===== src/rtl/scanid_pkg.sv =====
package scanid_pkg;

    // Per test-clock-cycle pin controls for one step of a probe
    typedef struct packed {
        logic tms;
        logic tdi;
        logic sample;
    } step_ctl_t;

    // Cycles between reset and the first shift: Idle, Select-DR, Capture-DR, into Shift-DR
    localparam int PREAMBLE_TCKS = 4;
    // Cycles after the shift: Update-DR, Run-Test/Idle
    localparam int TAIL_TCKS     = 2;
    // Manufacturer field position inside the identification word
    localparam int MFR_LSB       = 1;
    localparam int MFR_MSB       = 11;

    localparam step_ctl_t IDLE_CTL = '{tms: 1'b1, tdi: 1'b0, sample: 1'b0};

    function automatic int total_tcks(int reset_tcks, int id_w);
        return reset_tcks + PREAMBLE_TCKS + id_w + TAIL_TCKS;
    endfunction

    // Controls presented during test-clock cycle s of a probe
    function automatic step_ctl_t step_ctl(int s, int reset_tcks, int id_w);
        step_ctl_t c;
        int sh_first;
        int sh_last;
        sh_first = reset_tcks + PREAMBLE_TCKS;
        sh_last  = sh_first + id_w - 1;
        c = '{tms: 1'b0, tdi: 1'b0, sample: 1'b0};
        if (s < reset_tcks) begin
            c.tms = 1'b1;
        end else if (s < sh_first) begin
            c.tms = (s == reset_tcks + 1);
        end else if (s <= sh_last) begin
            c.tms    = (s == sh_last);
            c.tdi    = 1'b1;
            c.sample = 1'b1;
        end else begin
            c.tms = (s == sh_last + 1);
        end
        return c;
    endfunction

endpackage


===== src/rtl/scanid_tick.sv =====
module scanid_tick #(
    parameter int HALF_DIV = 4
) (
    input  logic clk,
    input  logic rst,
    input  logic run,
    output logic tick
);
    generate
        if (HALF_DIV == 1) begin : g_direct
            assign tick = run;
        end else begin : g_count
            localparam int CW = $clog2(HALF_DIV);
            localparam logic [CW-1:0] TOP = CW'(HALF_DIV - 1);
            logic [CW-1:0] cnt;

            always_ff @(posedge clk) begin
                if (rst || !run) begin
                    cnt <= '0;
                end else if (cnt == TOP) begin
                    cnt <= '0;
                end else begin
                    cnt <= cnt + 1'b1;
                end
            end

            assign tick = run && (cnt == TOP);
        end
    endgenerate
endmodule


===== src/rtl/scanid_seq.sv =====
module scanid_seq
    import scanid_pkg::*;
#(
    parameter int RESET_TCKS = 5,
    parameter int ID_W       = 32
) (
    input  logic clk,
    input  logic rst,
    input  logic start,
    input  logic tick,
    output logic tck,
    output logic tms,
    output logic tdi,
    output logic busy,
    output logic done,
    output logic sample,
    output logic finish
);
    localparam int TOTAL = total_tcks(RESET_TCKS, ID_W);
    localparam int SW    = $clog2(TOTAL + 1);
    localparam logic [SW-1:0] LAST = SW'(TOTAL - 1);

    logic [SW-1:0] step;
    step_ctl_t     ctl_q;

    assign sample = busy && tick && !tck && ctl_q.sample;
    assign finish = busy && tick && tck && (step == LAST);
    assign tms    = ctl_q.tms;
    assign tdi    = ctl_q.tdi;

    always_ff @(posedge clk) begin
        if (rst) begin
            busy  <= 1'b0;
            done  <= 1'b0;
            tck   <= 1'b0;
            step  <= '0;
            ctl_q <= IDLE_CTL;
        end else begin
            done <= 1'b0;
            if (!busy) begin
                if (start) begin
                    busy  <= 1'b1;
                    step  <= '0;
                    ctl_q <= step_ctl(0, RESET_TCKS, ID_W);
                end
            end else if (tick) begin
                if (!tck) begin
                    tck <= 1'b1;
                end else begin
                    tck <= 1'b0;
                    if (step == LAST) begin
                        busy  <= 1'b0;
                        done  <= 1'b1;
                        ctl_q <= IDLE_CTL;
                    end else begin
                        step  <= step + 1'b1;
                        ctl_q <= step_ctl(int'(step) + 1, RESET_TCKS, ID_W);
                    end
                end
            end
        end
    end

    // pins are steady across every rising test-clock edge
    p_pins_steady_at_rise_r7: assert property (@(posedge clk) disable iff (rst)
        $rose(tck) |-> ($stable(tms) && $stable(tdi)));

    // no test clock activity outside a probe
    p_tck_low_when_idle_r2: assert property (@(posedge clk) disable iff (rst)
        !busy |-> !tck);

    // done comes only as busy ends
    p_done_closes_busy_r6: assert property (@(posedge clk) disable iff (rst)
        done |-> (!busy && $past(busy)));

    // a probe cannot be cut short, whatever start does
    p_busy_persists_r10: assert property (@(posedge clk) disable iff (rst)
        busy |=> (busy || done));
endmodule


===== src/rtl/scanid_capture.sv =====
module scanid_capture
    import scanid_pkg::*;
#(
    parameter int ID_W = 32
) (
    input  logic            clk,
    input  logic            rst,
    input  logic            sample,
    input  logic            finish,
    input  logic            tdo,
    output logic [ID_W-1:0] id_word,
    output logic            id_ok
);
    logic [ID_W-1:0] shreg;
    logic            plausible;

    always_comb begin
        plausible = shreg[0]
                    && (|shreg)
                    && !(&shreg)
                    && !(&shreg[MFR_MSB:MFR_LSB]);
    end

    always_ff @(posedge clk) begin
        if (rst) begin
            shreg   <= '0;
            id_word <= '0;
            id_ok   <= 1'b0;
        end else begin
            if (sample) begin
                shreg <= {tdo, shreg[ID_W-1:1]};
            end
            if (finish) begin
                id_word <= shreg;
                id_ok   <= plausible;
            end
        end
    end

    // a flagged word always has its marker bit and a real manufacturer field
    p_ok_implies_fields_r9: assert property (@(posedge clk) disable iff (rst)
        id_ok |-> (id_word[0] && !(&id_word[MFR_MSB:MFR_LSB])));

    // the reported word only moves when a probe completes
    p_word_holds_r8: assert property (@(posedge clk) disable iff (rst)
        !finish |=> ($stable(id_word) && $stable(id_ok)));
endmodule


===== src/rtl/scanid_probe.sv =====
module scanid_probe
    import scanid_pkg::*;
#(
    parameter int HALF_DIV   = 4,
    parameter int RESET_TCKS = 5,
    parameter int ID_W       = 32
) (
    input  logic            clk,
    input  logic            rst,
    input  logic            start,
    input  logic            tdo,
    output logic            tck,
    output logic            tms,
    output logic            tdi,
    output logic            busy,
    output logic            done,
    output logic [ID_W-1:0] id_word,
    output logic            id_ok
);
    logic tick;
    logic sample;
    logic finish;

    scanid_tick #(.HALF_DIV(HALF_DIV)) u_tick (
        .clk  (clk),
        .rst  (rst),
        .run  (busy),
        .tick (tick)
    );

    scanid_seq #(.RESET_TCKS(RESET_TCKS), .ID_W(ID_W)) u_seq (
        .clk    (clk),
        .rst    (rst),
        .start  (start),
        .tick   (tick),
        .tck    (tck),
        .tms    (tms),
        .tdi    (tdi),
        .busy   (busy),
        .done   (done),
        .sample (sample),
        .finish (finish)
    );

    scanid_capture #(.ID_W(ID_W)) u_capture (
        .clk     (clk),
        .rst     (rst),
        .sample  (sample),
        .finish  (finish),
        .tdo     (tdo),
        .id_word (id_word),
        .id_ok   (id_ok)
    );

    // data-in is only driven high inside a probe
    p_tdi_quiet_when_idle_r5: assert property (@(posedge clk) disable iff (rst)
        !busy |-> !tdi);
endmodule


===== config.mk =====
export PLATFORM = sky130hd
export DESIGN_NAME = scanid_probe
export DESIGN_NICKNAME = d
export VERILOG_FILES = /design/src/rtl/scanid_pkg.sv /design/src/rtl/scanid_tick.sv /design/src/rtl/scanid_seq.sv /design/src/rtl/scanid_capture.sv /design/src/rtl/scanid_probe.sv
export SDC_FILE = /design/constraint.sdc
export NUM_CORES = 1
export LEC_CHECK = 0
export BUFFER_PORTS_ARGS = -buffer_cell sky130_fd_sc_hd__buf_2
export CORE_ASPECT_RATIO = 0.9
export CORE_MARGIN = 3
export CORE_UTILIZATION = 52
export CTS_BUF_LIST = sky130_fd_sc_hd__clkbuf_4
export DETAILED_ROUTE_END_ITERATION = 10
export PLACE_DENSITY_LB_ADDON = 0.12
export SETUP_SLACK_MARGIN = 0.02
export SLEW_MARGIN = 20
export SYNTH_ARGS = -nofsm -noshare
export SYNTH_HDL_FRONTEND = slang
export SYNTH_SLANG_ARGS = --single-unit

===== constraint.sdc =====
create_clock -name clk -period 5.23 [get_ports clk]
set_input_delay 0.523 -clock clk [delete_from_list [all_inputs] [get_ports clk]]
set_output_delay 0.523 -clock clk [all_outputs]
set_load 0.05 [all_outputs]

==> results of run 1 <==
## synth_stat cells, types with 3 or more instances
library cell                n
sky130_fd_sc_hd__a211oi_1   3
sky130_fd_sc_hd__a21oi_1   37
sky130_fd_sc_hd__ha_1       5
sky130_fd_sc_hd__buf_6      3
sky130_fd_sc_hd__inv_1      4
sky130_fd_sc_hd__nor3_1     3
sky130_fd_sc_hd__nand4_1    5
sky130_fd_sc_hd__dfxtp_1   78
sky130_fd_sc_hd__clkbuf_1  10
sky130_fd_sc_hd__a22o_1    32
sky130_fd_sc_hd__buf_2      9
sky130_fd_sc_hd__nor2_1    10
sky130_fd_sc_hd__nand4b_1   3
sky130_fd_sc_hd__nor3b_1    3
sky130_fd_sc_hd__nand3_1    7
sky130_fd_sc_hd__o21ai_0    3
sky130_fd_sc_hd__nand2_1   71
## placed cells by master, fill, tap and decap left out, types with 2 or more instances in the layout
cell                         netlist  routed
sky130_fd_sc_hd__nor2_1           10      10
sky130_fd_sc_hd__nand3_1           7       7
sky130_fd_sc_hd__nor4_1            2       2
sky130_fd_sc_hd__a21oi_1          37      37
sky130_fd_sc_hd__buf_4             0       3
sky130_fd_sc_hd__nor3_1            3       3
sky130_fd_sc_hd__bufinv_16         0       2
sky130_fd_sc_hd__clkbuf_4          0       9
sky130_fd_sc_hd__and3_1            2       2
sky130_fd_sc_hd__inv_6             0       2
sky130_fd_sc_hd__clkinvlp_4        0       2
sky130_fd_sc_hd__a31oi_1           2       2
sky130_fd_sc_hd__o31ai_1           2       2
sky130_fd_sc_hd__dfxtp_1          78      78
sky130_fd_sc_hd__xor2_1            2       2
sky130_fd_sc_hd__o21ai_0           3       3
sky130_fd_sc_hd__nand4b_1          3       3
sky130_fd_sc_hd__a41oi_1           2       2
sky130_fd_sc_hd__ha_1              5       5
sky130_fd_sc_hd__nor3b_1           3       3
sky130_fd_sc_hd__inv_1             4       4
sky130_fd_sc_hd__nand4_1           5       5
sky130_fd_sc_hd__buf_2             9      41
sky130_fd_sc_hd__nand2b_1          2       2
sky130_fd_sc_hd__nand2_1          71      71
sky130_fd_sc_hd__a22o_1           32      32
sky130_fd_sc_hd__a211oi_1          3       3
## layout make-up
| cell class | count | share of cell area (%) |
|---|---|---|
| Clock buffer | 9 | 1.968 |
| Clock inverter | 7 | 3.025 |
| Inverter | 4 | 0.4373 |
| Multi-Input combinational cell | 220 | 39.21 |
| Sequential cell | 78 | 45.48 |
| Tap cell | 67 | 2.442 |
| Timing Repair Buffer | 45 | 7.434 |
## power breakdown
part,leakage [uW],switching [uW],total [uW],internal (uW)
Sequential,0.000628,1.83,597,595
Clock,0.0000851,219,419,200
Combinational,0.000587,14.9,19.6,4.71
Total,0.00130,236,1040,800
## per-layer routing
layer	GRT usage, %	vias up	routed length, um
met5	0	-	0
met4	6.386	0	29
met1	23.44	1094	2811
li1	-	1236	-
met2	31.19	55	2902
met3	6.401	2	347
## path summary, 6_finish.rpt
| check | end | slack, ps | cells past startpoint |
|---|---|---|---|
| hold / removal | u_capture.shreg[31] | 340 | 3 |
| hold reg to reg | u_tick.g_count.cnt[0] | 460 | 1 |
| setup / recovery | u_capture.id_ok | 3140 | 5 |
| setup reg to reg | u_capture.id_ok | 3140 | 5 |
## metrics by stage
step,std cells,utilization (%),power [uW],instance area (sq um),hold slack [ps]
global placement,413,59.43,629.7,3234,420.0
floorplan,326,-,624.3,3042,406.9
detailed placement,414,59.93,629.9,3262,430.5
CTS,430,63.08,1052,3433,293.0
global route,430,63.08,1081,3433,291.2
finish,430,63.08,1036,3433,337.6
## critical path: stages, from the launching register on
cell and delay [ps]:
sky130_fd_sc_hd__dfxtp_1 640, sky130_fd_sc_hd__and4bb_4 360, sky130_fd_sc_hd__nand2_2 90, sky130_fd_sc_hd__nor3_4 550, sky130_fd_sc_hd__buf_16 230, sky130_fd_sc_hd__a32o_1 160
## logic make-up after synthesis
| logic type | synth area share [%] |
|---|---|
| AND/OR/NAND/NOR | 19.50 |
| flip-flops | 51.34 |
| AO/OA/AOI/OAI | 21.10 |
| buffers and inverters | 4.607 |
| XOR/XNOR | 0.5760 |
| multiplexers | 0.8226 |
| adder cells (fa/ha/maj) | 2.057 |
## registers in the layout, summed over array words and instances (netlist names)
name,cells
u_capture.id_word,32
u_capture.shreg,32
u_seq.step,6
u_tick.g_count.cnt,2
u_capture.id_ok,1
u_seq.busy,1
u_seq.ctl_q,1
u_seq.done,1
u_seq.tck,1
u_seq.tms,1
==> summary by stage, run 1 <==
Route
The iteration-0 DRC count of the detailed router is around 160. Summed over all layers, the routed wires come to 6.091 mm. The number of remaining DRC errors is 0. After detailed routing, the average wire length per cell comes to 14.17 um. The total via count in the routed design is 2387. The count of TritonRoute iterations in the first routing pass is 4. The vias per cell is approximately 5.6. The detail route stage leaves a number of antenna-violating nets equal to 0.

Clocking
The clock passes through at most 2 buffers. TritonCTS built the clock tree. The number of clock buffers added by TritonCTS is 9. The CTS sink count is 78. The post-CTS resize count is 0. Clock-pin slew was measured on the worst setup and hold paths at 130 ps.

The number of buffers added for setup after CTS is 0. For the worst-skew pair, the clock arrives at the later sink with an insertion delay of 420 ps. For this design, the CTS-stage hold fixing added 0 buffers.

The H-tree was split into 3 levels. The cell at the root of the clock tree is sky130_fd_sc_hd__clkbuf_4.

STA
The post-route clock period utilization is 39.98%. The total negative slack for setup checks is 0 ps. The total setup violations reported at the end of the flow is 0. The worst path setup slack after routing is 3139 ps. Static timing analysis puts the maximum clock frequency at 0.4783 GHz.

The setup clock skew after layout is 10.75 ps. Setup repair after global routing left no endpoint under its margin. At the pin with the least slew margin, the transition time is 872.4 ps. The shortest period the worst path allows is 2091 ps. The final hold violation count was 0. The worst pin sits at a relative slew slack of 41.84%. The max-slew violation count is 0.

Hold path
In this run the most critical hold path is launched from tdo. The classification of the worst-slack hold path is primary input to flip-flop.

Worst setup path
In this run the critical register-to-register path is launched from u_seq.step[3]. The critical path startpoint is u_seq.step[3]. The type of element launching the critical path is a flip-flop. The endpoint kind of the worst setup timing path is a flip-flop. At the worst endpoint, the required time is 5600 ps.

The arrival time at the worst endpoint is 2460 ps. The maximum fanout along the worst path is 21. The critical path is of the flip-flop to flip-flop type.

Synthesis
The synthesized design spends more area on one cell type than any other, namely sky130_fd_sc_hd__dfxtp_1. Counting flops with an async set or reset pin after synthesis yields a share of 0%. The average cell area after synthesis is 9.330 sq um. The number of register bits inferred by synthesis is 78. In this run, synthesis inferred 0 flip-flops with an integrated enable. The proportion of synthesized chip area in sequential cells is 51.34%.

In the post-synthesis netlist, the biggest area contributors are sky130_fd_sc_hd__dfxtp_1, sky130_fd_sc_hd__a22o_1, sky130_fd_sc_hd__nand2_1. Among all flip-flop cells after synthesis, the most frequent one is sky130_fd_sc_hd__dfxtp_1. The combined area of all synthesized cells is 3042 sq um. The synthesized design devotes to its leading area cell type 51.34% of total area.

The number of standard cells after synthesis is 326. When the netlist entered floorplanning its net count stood at 335. The count of yosys warnings during synthesis is 0.

The number of distinct standard cells referenced by the synthesized netlist is 50.

Finish
Summing all multi-input logic gate instances after layout gives ~1300 sq um. The synthesis-to-finish area growth is 12.88%. After the last flow step, the layout net total stands at 367. The number of filler cells placed in the layout is 480. The antenna diode instance count is 0. The share of layout cells above drive strength 1 is 19.28%. The sequential cell area in the final layout is 1562 sq um.

Placement
At the end of routability-driven placement, the weighted congestion stood at between 0.8 and 0.9. The count of buffers added on input and output ports is between 40 and 50. The HPWL after detailed placement is 4.018 mm.

Prior to clock tree synthesis, the placed netlist has a worst setup slack of 3137 ps.

Global routing
The global-route total usage across every layer is 19.07%. The number of global-route vias before repair is 2236. Entering global routing, the biggest net connects 48 pins. The first global-routing pass estimated 10.32 mm of wire. The initial antenna violation count came to 0. The residual overflow from global routing is 0.

Floorplanning
The die footprint is just under 7000 sq um. In this run the count of I/O pins placed on the die edge is 42. The floorplan step set the die width to ~87 um. The core area is 5443 sq um. After floorplanning, the core was divided into 25 placement rows. The die is 78.56 um tall. The initial utilization of the core area, before any placement, comes to 55.89%.

Power
The peak supply drop is 0.2742 mV. Summed over all cells, the static leakage comes to 0.001300 uW. Dividing total power by cell area gives a power density of 301.7 nW/um^2.

Run status
The flow ran to the end, and the final reports show no timing, DRC or antenna violations.

Flow run
The tool flagged a number of max-cap violations equal to 0.
(Power assumes the default switching activity.)
==> run 2, diff against run 1 <==
--- a/config.mk
+++ b/config.mk
@@ -5,6 +5,7 @@
 export SDC_FILE = /design/constraint.sdc
 export NUM_CORES = 1
 export LEC_CHECK = 0
+export ABC_AREA = 1
 export BUFFER_PORTS_ARGS = -buffer_cell sky130_fd_sc_hd__buf_2
 export CORE_ASPECT_RATIO = 0.9
 export CORE_MARGIN = 3
==> constraint.sdc (replaced) <==
create_clock -name clk -period 1.7 [get_ports clk]
set_input_delay 0.17 -clock clk [delete_from_list [all_inputs] [get_ports clk]]
set_output_delay 0.17 -clock clk [all_outputs]
set_load 0.05 [all_outputs]
==> summary by stage, run 2 <==
Run status
The run finished with clean final reports.

Hold path
In this run the worst hold path is classified as primary input to flip-flop.

Finish
The synthesis-to-finish area growth is 14.61%. Leaving out fill and tap cells, the most frequent cell in the layout is sky130_fd_sc_hd__nand2_1. The number of nets in the layout came to 431 (+17%). The share of layout cells above drive strength 1 is 25.82% (+6.5 points). The antenna diode instance count was 0 (unchanged). In the layout the commonest cells are sky130_fd_sc_hd__nand2_1, sky130_fd_sc_hd__dfxtp_1, sky130_fd_sc_hd__inv_1. The final core utilization is 64.55% (+1.5 points).

The largest registers in the layout are u_capture.id_word: 32 flops, u_capture.shreg: 32 flops, u_seq.step: 6 flops.

Clocking
The number of buffers added by the clock tree synthesis step was 9 (unchanged). The CTS sink count came to 78 (unchanged). TritonCTS built the clock tree. The clock latency on the worst-skew pair is 400 ps (-20 ps). The buffer depth of the longest clock path was 2 (unchanged). The number of buffers added for setup after CTS is 0 (unchanged). The cell at the root of the clock tree is sky130_fd_sc_hd__clkbuf_4. The CTS H-tree depth is 3 (unchanged). The clock-pin slew of the registers on the worst-case setup and hold paths came to 110 ps (-20 ps).

Worst setup path
The type of element launching the critical path is a flip-flop. The internal reg-to-reg setup slack came to 140 ps (-3000 ps). The critical path is of the flip-flop to flip-flop type. Tracing the worst setup path back leads to its startpoint at u_seq.step[2].

The cell depth of the worst flop-to-flop path is 10 (+5). The most critical setup path has its endpoint at u_capture.id_word[8]. The maximum fanout along the worst path is 14 (-33%). The worst setup path is captured at a flip-flop. The startpoint identified for the worst register-to-register timing path is u_seq.step[2]. The required time of the critical path is 2020 ps (-3580 ps). The worst register-to-register path ends at u_capture.id_word[8]. The arrival time at the worst endpoint was 1880 ps (-580 ps).

Power
The peak supply drop was 0.6461 mV (+140%). The overall power consumption is 2826 uW (+170%). The ratio of total power to cell area is 799.8 nW/um^2 (+170%).

The leakage power figure is 0.001486 uW (+14%).

Synthesis
The area share of the leading cell type in the synthesized netlist was 50.65% (-0.69 points). The fraction of the mapped netlist area in adder cells came to 2.029% (-0.028 points). The most frequent cell after synthesis is sky130_fd_sc_hd__nand2_1.

The number of standard cells after synthesis is 381 (+17%). The share of the synthesized netlist area taken by xor and xnor gates is 0% (-0.58 points). The number of register bits inferred by synthesis is 78 (unchanged). After synthesis, the cell types taking the most area are sky130_fd_sc_hd__dfxtp_1, sky130_fd_sc_hd__nand2_1, sky130_fd_sc_hd__o21ai_2.

The net count after synthesis is 390 (+16%). The combined area of all synthesized cells is 3083 sq um (+1.4%). The average cell area after synthesis is 8.092 sq um (-13%). The proportion of synthesized chip area in sequential cells is 50.65% (-0.69 points).

The simple-gate share of the synthesized area came to 16.03% (-3.5 points). The mux share of post-synthesis cell area is 0% (-0.82 points). The count of yosys warnings during synthesis is 0 (unchanged). By count the netlist is led by sky130_fd_sc_hd__nand2_1, sky130_fd_sc_hd__dfxtp_1, sky130_fd_sc_hd__inv_1. The number of flops mapped to enable cells by yosys is 0 (unchanged).

The number of distinct standard cells referenced by the synthesized netlist is 24 (-52%). The compound-gate portion of the synthesized area is 21.51% (+0.41 points). The largest family of logic cells by synthesized area is compound AO/OA/AOI/OAI gates. The top cell type by total area after synthesis is sky130_fd_sc_hd__dfxtp_1.

The proportion of register bits with asynchronous set or reset after synthesis is 0% (unchanged). The most common flop cell mapped by yosys is sky130_fd_sc_hd__dfxtp_1.

Floorplanning
The row count is 25 (unchanged). The die footprint is 6890 sq um (+1.3%). The initial cell density of the core is 56.32% (+0.43 points). The core area came to 5474 sq um (+0.57%). The vertical die dimension is 79.05 um (+0.62%). The number of top-level pins was 42 (unchanged). The die width is 87.17 um (+0.63%).

STA
The setup clock skew after layout came to 18.68 ps (+7.935 ps). Setup repair after global routing left no endpoint under its margin. The max-slew violation count is 0 (unchanged). The shortest period the worst path allows is 1564 ps (-527.3 ps). The relative slew slack is 80.96% (+39 points). The final hold violation count is 0 (unchanged).

The total setup violations reported at the end of the flow is 0 (unchanged). The post-route clock period utilization came to 91.98% (+52 points). The maximum clock frequency is 0.6395 GHz (+34%).

The slew at the pin with the worst max-slew slack is 285.5 ps (-586.9 ps).

Global routing
The global-route wire length before repair is 10.48 mm (+1.5%). The number of global-route vias before repair is 2379 (+6.4%). The global-route total usage across every layer is 19.10% (+0.025 points). The residual overflow from global routing came to 0 (unchanged).

The initial antenna violation count came to 0 (unchanged). The largest net degree at the start of global routing is 37 (-23%).

Route
The antenna violation net count after detailed routing came to 0 (unchanged). The iteration-0 DRC count of the detailed router was 134 (-14%). The average detailed-routed wire length per instance is 12.07 um (-15%). The wire length after detailed routing is 5.952 mm (-2.3%). The total via count in the routed design was 2503 (+4.9%). The vias per cell is 5.077 (-8.5%).

The number of remaining DRC errors is 0 (unchanged). The count of TritonRoute iterations in the first routing pass was 4 (unchanged).

Placement
The number of buffer cells added on primary ports is 41 (unchanged). The half-perimeter wire length after detailed placement was 3.988 mm (-0.75%). The final estimated routing congestion in global placement is 0.8486 (-4.3%).

Flow run
The number of maximum-capacitance violations was 0 (unchanged).
-- run 2: changes by cell type in the layout (fill, tap and decap cells not counted), sizes merged, moves of 3 or more --
cell / change
nand4: -4
a211oi: -4
a21oi: +4
a22o: -32
nand3: +6
nor2: +6
o21ai: +63
clkinv: +5
nor3b: -4
inv: +47
nand4b: -3
nand2: +9
a31oi: -3
-- run 2: report_power, final --
part	internal [uW]	switching [uW]	total (uW)	leakage [uW]
Sequential	1830	5.12	1840	0.000630
Clock	301	590	891	0.0000634
Combinational	30.6	67.4	98.0	0.000792
Total	2160	662	2830	0.00149
-- run 2: worst min path at each step --
| stage | slack (ps) | depth (start not counted) | from | end |
|---|---|---|---|---|
| floorplan | 310 | 2 | start | u_seq.busy |
| global placement | 410 | 1 | u_tick.g_count.cnt[0] | u_tick.g_count.cnt[0] |
| detailed placement | 420 | 3 | start | u_seq.busy |
| CTS | 40 | 3 | tdo | u_capture.shreg[31] |
| global route | 40 | 2 | rst | u_seq.step[5] |
| finish | 80 | 3 | tdo | u_capture.shreg[31] |
-- run 2: what timing repair did --
item	CTS	global route
hold endpoints to repair	1	0
hold buffers	1	0
endpoints found under the setup margin	32	37
pin swaps	0	0
resized for setup	1	13
-- run 2: layout make-up --
cell class | count | area [sq um]
flip-flops and latches | 78 | 1567
clock buffers | 10 | 75.07
repair buffers | 47 | 302.8
inverters | 55 | 232.7
multi-input cells | 231 | 1245
well taps | 67 | 83.83
clock inverters | 5 | 27.53
fillers | 490 | 1941
-- run 2: cell families (layout without fill, tap and decap cells) --
kind of cell               count (synthesis)  after routing
and+or+nand+nor                          117            117
AOI/OAI and AO/OA                        109            109
DFF                                       78             78
buffers and inverters                     72            117
adders and majority gates                  5              5
-- run 2: worst max-delay path, cell delays in order, from the launching register on --
cell and delay, ps:
sky130_fd_sc_hd__dfxtp_1 390, sky130_fd_sc_hd__inv_2 100, sky130_fd_sc_hd__nand2_2 50, sky130_fd_sc_hd__nor2_2 100
sky130_fd_sc_hd__nand3_2 100, sky130_fd_sc_hd__inv_2 90, sky130_fd_sc_hd__nand2_2 70, sky130_fd_sc_hd__nor3_4 180
sky130_fd_sc_hd__inv_2 100, sky130_fd_sc_hd__buf_12 160, sky130_fd_sc_hd__o21ai_0 150
-- run 2: routing by layer --
| layer | track usage, % | part of all wire (%) |
|---|---|---|
| met4 | 6.442 | 0.52 |
| met3 | 5.809 | 5.4 |
| met2 | 30.12 | 46 |
| met5 | 0 | 0 |
| met1 | 24.87 | 48 |
-- run 2: per-stage QoR --
| stage | cells | setup WS (ps) | hold slack, ps | TNS (ps) | area, sq um |
|---|---|---|---|---|---|
| after global placement | 477 | 58.52 | 406.8 | 0 | 3366 |
| final | 493 | 136.4 | 75.89 | 0 | 3533 |
| after CTS | 493 | 28.75 | 35.47 | 0 | 3481 |
| after global routing | 493 | 13.18 | 44.26 | 0 | 3533 |
| after detailed placement | 477 | -3.032 | 421.8 | -3.499 | 3366 |
| after floorplan | 381 | 165.9 | 309.9 | 0 | 3084 |
